$ cat src/rtl/oneshot_read_bridge.sv
module oneshot_read_bridge #(
  parameter int DW = 16,
  parameter int AW = 4,
  parameter logic [AW-1:0] TRIG_ADDR = '0,
  parameter logic [AW-1:0] BUF_ADDR = 1
) (
  input  logic          clk,
  input  logic          rst,
  input  logic          bus_sel,
  input  logic          bus_we,
  input  logic [AW-1:0] bus_addr,
  output logic          bus_ready,
  output logic [DW:0]   bus_rdata,
  output logic          dev_req,
  input  logic          dev_ack,
  input  logic [DW-1:0] dev_rdata
);
  logic          busy, pending, done;
  logic [DW-1:0] held;

  wire trig = bus_sel && bus_we && (bus_addr == TRIG_ADDR);
  wire rd   = bus_sel && !bus_we && (bus_addr == BUF_ADDR);
  wire take = trig && bus_ready;
  wire fin  = busy && dev_ack;

  assign bus_ready = !(trig && busy && pending);
  assign dev_req   = busy;
  assign bus_rdata = rd ? {done, held} : '0;

  always_ff @(posedge clk) begin
    if (rst) begin
      busy    <= 1'b0;
      pending <= 1'b0;
      done    <= 1'b0;
      held    <= '0;
    end else begin
      if (fin) held <= dev_rdata;
      if (!busy) begin
        if (take) begin
          busy <= 1'b1;
          done <= 1'b0;
        end
      end else if (fin) begin
        pending <= 1'b0;
        if (!(pending || take)) begin
          busy <= 1'b0;
          done <= 1'b1;
        end
      end else if (take) begin
        pending <= 1'b1;
      end
    end
  end

  assert_req_held_R1: assert property (@(posedge clk) disable iff (rst)
    (dev_req && !dev_ack) |=> dev_req);

  assert_buf_only_on_ack_R2: assert property (@(posedge clk) disable iff (rst)
    !(dev_req && dev_ack) |=> $stable(held));

  assert_done_after_read_R4: assert property (@(posedge clk) disable iff (rst)
    $rose(done) |-> $past(dev_req && dev_ack));

  assert_status_low_in_flight_R5: assert property (@(posedge clk) disable iff (rst)
    dev_req |-> !done);

  assert_queue_needs_flight_R6: assert property (@(posedge clk) disable iff (rst)
    pending |-> dev_req);

  assert_stall_when_full_R7: assert property (@(posedge clk) disable iff (rst)
    (trig && !bus_ready) |=> (dev_req || done));
endmodule

$ cat config.mk
export PLATFORM = sky130hd
export DESIGN_NAME = oneshot_read_bridge
export DESIGN_NICKNAME = d
export VERILOG_FILES = /design/src/rtl/oneshot_read_bridge.sv
export SDC_FILE = /design/constraint.sdc
export NUM_CORES = 1
export LEC_CHECK = 0
export CORE_MARGIN = 1.5
export CORE_UTILIZATION = 34
export DETAILED_ROUTE_END_ITERATION = 16
export GPL_ROUTABILITY_DRIVEN = 0
export PLACE_DENSITY_LB_ADDON = 0.2
export SYNTH_ARGS = -nofsm -noshare
export SYNTH_HDL_FRONTEND = slang
export SYNTH_SLANG_ARGS = --single-unit
$ cat constraint.sdc
create_clock -name clk -period 1.25 [get_ports clk]
set_input_delay 0.125 -clock clk [delete_from_list [all_inputs] [get_ports clk]]
set_output_delay 0.125 -clock clk [all_outputs]
set_load 0.02 [all_outputs]
==> results.sh <==
export IMPL_status="finished, violations left"
export IMPL_violations="setup timing"
export IMPL_clock_sinks=19
export IMPL_pwr_share_seq_pct=58.0
export IMPL_combPwrFrac_pct=12.0
export IMPL_hold_viol_final=0
export IMPL_antenna_cells=0
export IMPL_peakVddDrop_mv=0.480
export IMPL_drt_iter0_drc=10
export IMPL_power_density_nw_per_um2=711
export IMPL_grt_max_degree=13
export IMPL_rsz0062_at_grt="yes"
export IMPL_mostFrequentLayoutCell="nand2_1"
export IMPL_synthesis_area_sq_um=837
export IMPL_firstDrtPassIters=4
export IMPL_grt_pass1_vias=890
export IMPL_hold_class="in -> reg"
export IMPL_clk_path_buf_depth=2
export IMPL_hpwl_um=1660
export IMPL_final_cell_count_no_fill=190
export IMPL_yosysUniqueCellTypes=18
export IMPL_period_needed_ps=1610
export IMPL_start_kind="input pin"
export IMPL_crit_family="simple AND/OR/NAND/NOR gates"
export IMPL_io_pins=44
export IMPL_drive_gt1_share_pct=38.3
export IMPL_setup_ws_ps=-357
export IMPL_cts_root_buf="clkbuf_4"
export IMPL_arrival_ps=1480
export IMPL_ys_seq_area_share_pct=45.4
export IMPL_power_leakage_nw=0.614
export IMPL_synth_top_area_share_pct=45.4
export IMPL_grt_overflow_total=0
export IMPL_finalCritPeriodShare_pct=129
export IMPL_dpl_cell_area_sq_um=1390
export IMPL_switching_share_pct=22.6
export IMPL_final_cell_mix="nand2_1, buf_6, dfxtp_1, clkdlybuf4s50_1"
export IMPL_critPathKind="in -> out"
export IMPL_p_clk_share_pct=30.0
export IMPL_ys_top_cells_by_area="dfxtp_1, nand2_1, and2_1"
export IMPL_max_slew_margin_pct=82.7
export IMPL_fin_area_sq_um=1480
export IMPL_max_cap_violations=0
export IMPL_initial_core_util_pct=36.8
export IMPL_tns_ps=-5700
export IMPL_num_rows=17
export IMPL_htree_levels=1
export IMPL_die_h_um=52.6
export IMPL_path_max_fanout=4
export IMPL_report_final_slew_viol_count=0
export IMPL_ant_nets=0
export IMPL_p_int_uw=814
export IMPL_fmax_ghz=0.622
export IMPL_power_switching_uw=238
export IMPL_die_width_um=52.6
export IMPL_io_buffers=43
export IMPL_wl_um=2280
export IMPL_synth_seq_cells=19
export IMPL_cp_num_buf_inv=3
export IMPL_synth_largest_area_cell="dfxtp_1"
export IMPL_vias=912
export IMPL_crit_chain="buf_6, or4b_4, nor3b_4, buf_2, and2_4, buf_6"
export IMPL_fin_skew_ps=9.50
export IMPL_avgRoutedWirePerCell_um=12.0
export IMPL_grt_antenna_before_repair=0
export IMPL_die_area_sq_um=2770
export IMPL_grt_usage_pct=18.6
export IMPL_finalSetupViolations=17
export IMPL_required_ps=1120
export IMPL_core_area_sq_um=2280
export IMPL_cts_tree="built"
export IMPL_cts_hold_buffers=0
export IMPL_avgSynthCellArea_sq_um=7.82
export IMPL_cts_buffers=3
export IMPL_place_ws_ps=-1120
export IMPL_clk_pin_slew_ps=120
export IMPL_yosys_warnings=0
export IMPL_worst_pin_slew_ps=258
export IMPL_synth_nets=132
export IMPL_drc_errors=0
export IMPL_viasPerCell=4.80
export IMPL_insertion_delay_ps=300
export IMPL_cp_end_kind="output port"
export IMPL_syn_inst=107
export IMPL_path_common_cell="buf_6"
export IMPL_cp_slowest_cell="or4b_4"
export IMPL_syn2layout_area_growth_pct=76.8
export IMPL_dp_cells=183
export IMPL_grt_first_pass_wirelength_um=3880
export IMPL_final_nets=188
export IMPL_max_stage_delay_ps=550
## path summary, 6_finish.rpt
path	start	end	slack [ps]	cells after the start
hold reg to reg	held[11]	held[11]	460	2
setup reg to reg	dev_req	done	250	3
setup / recovery	bus_addr[2]	bus_rdata[5]	-360	6
hold / removal	bus_addr[3]	dev_req	240	5
## tightest hold or removal path, cell delays in order
cell,delay [ps]
buf_2,100
nor4b_2,50
buf_4,130
nand2_1,50
a21oi_1,50
## layer usage
metal / routed length, um / up-vias / track usage (%)
li1: - / 458 / -
met1: 902 / 432 / 20.2
met2: 1280 / 20 / 36.5
met3: 86 / 2 / 2.86
met4: 10 / 0 / 5.13
met5: 0 / - / 0
## stage by stage
step	utilization, %	hold slack, ps	total power, mW
finish	65.0	242	1.05
floorplan	-	261	0.648
global placement	61.1	436	0.741
CTS	64.2	199	1.05
detailed placement	61.1	442	0.743
global route	65.0	250	1.10
## Yosys cell counts
library cell / number
a31oi_1: 1
o32ai_1: 1
nor4b_1: 1
nor3_1: 1
nand3_1: 1
inv_1: 1
nor3b_4: 1
o21ai_0: 1
a21oi_1: 17
buf_6: 1
dfxtp_1: 19
or4b_4: 1
or3_1: 1
nor3b_1: 1
nand2_1: 34
clkbuf_1: 5
nor2b_1: 1
and2_1: 19
## cell type report
type,instances,area (sq um)
inverter,1,3.75
multi-input combinational,81,479
sequential,19,382
timing repair buffer,57,553
tap,28,35.0
clock inverter,1,5.00
clock buffer,3,22.5
fill,207,796
## sequential cells by signal, summed over array words and instances (netlist names)
signal   flops
done         1
dev_req      1
held        16
pending      1
## what timing repair did
item,in CTS,in global routing
buffers inserted,1,1
pin swaps,7,4
resized for setup,130,8
setup endpoints to repair,19,18
gates cloned,1,0
## power by group through the flow
stage	logic, mW	clock network (mW)	registers (mW)
finish	0.126	0.316	0.610
global route	0.135	0.354	0.611
CTS	0.121	0.322	0.610
detailed placement	0.119	0	0.624
global placement	0.117	0	0.624
floorplan	0.0237	0	0.624
## cells by family (layout without fill, tap and decap cells)
group | after synthesis | count (layout) | synth area share [%]
and+or+nand+nor | 61 | 61 | 38.0
AOI/OAI and AO/OA | 20 | 20 | 12.6
DFF | 19 | 19 | 45.4
buffers and inverters | 7 | 62 | 4.04
Power figures use the tool's default switching activity.
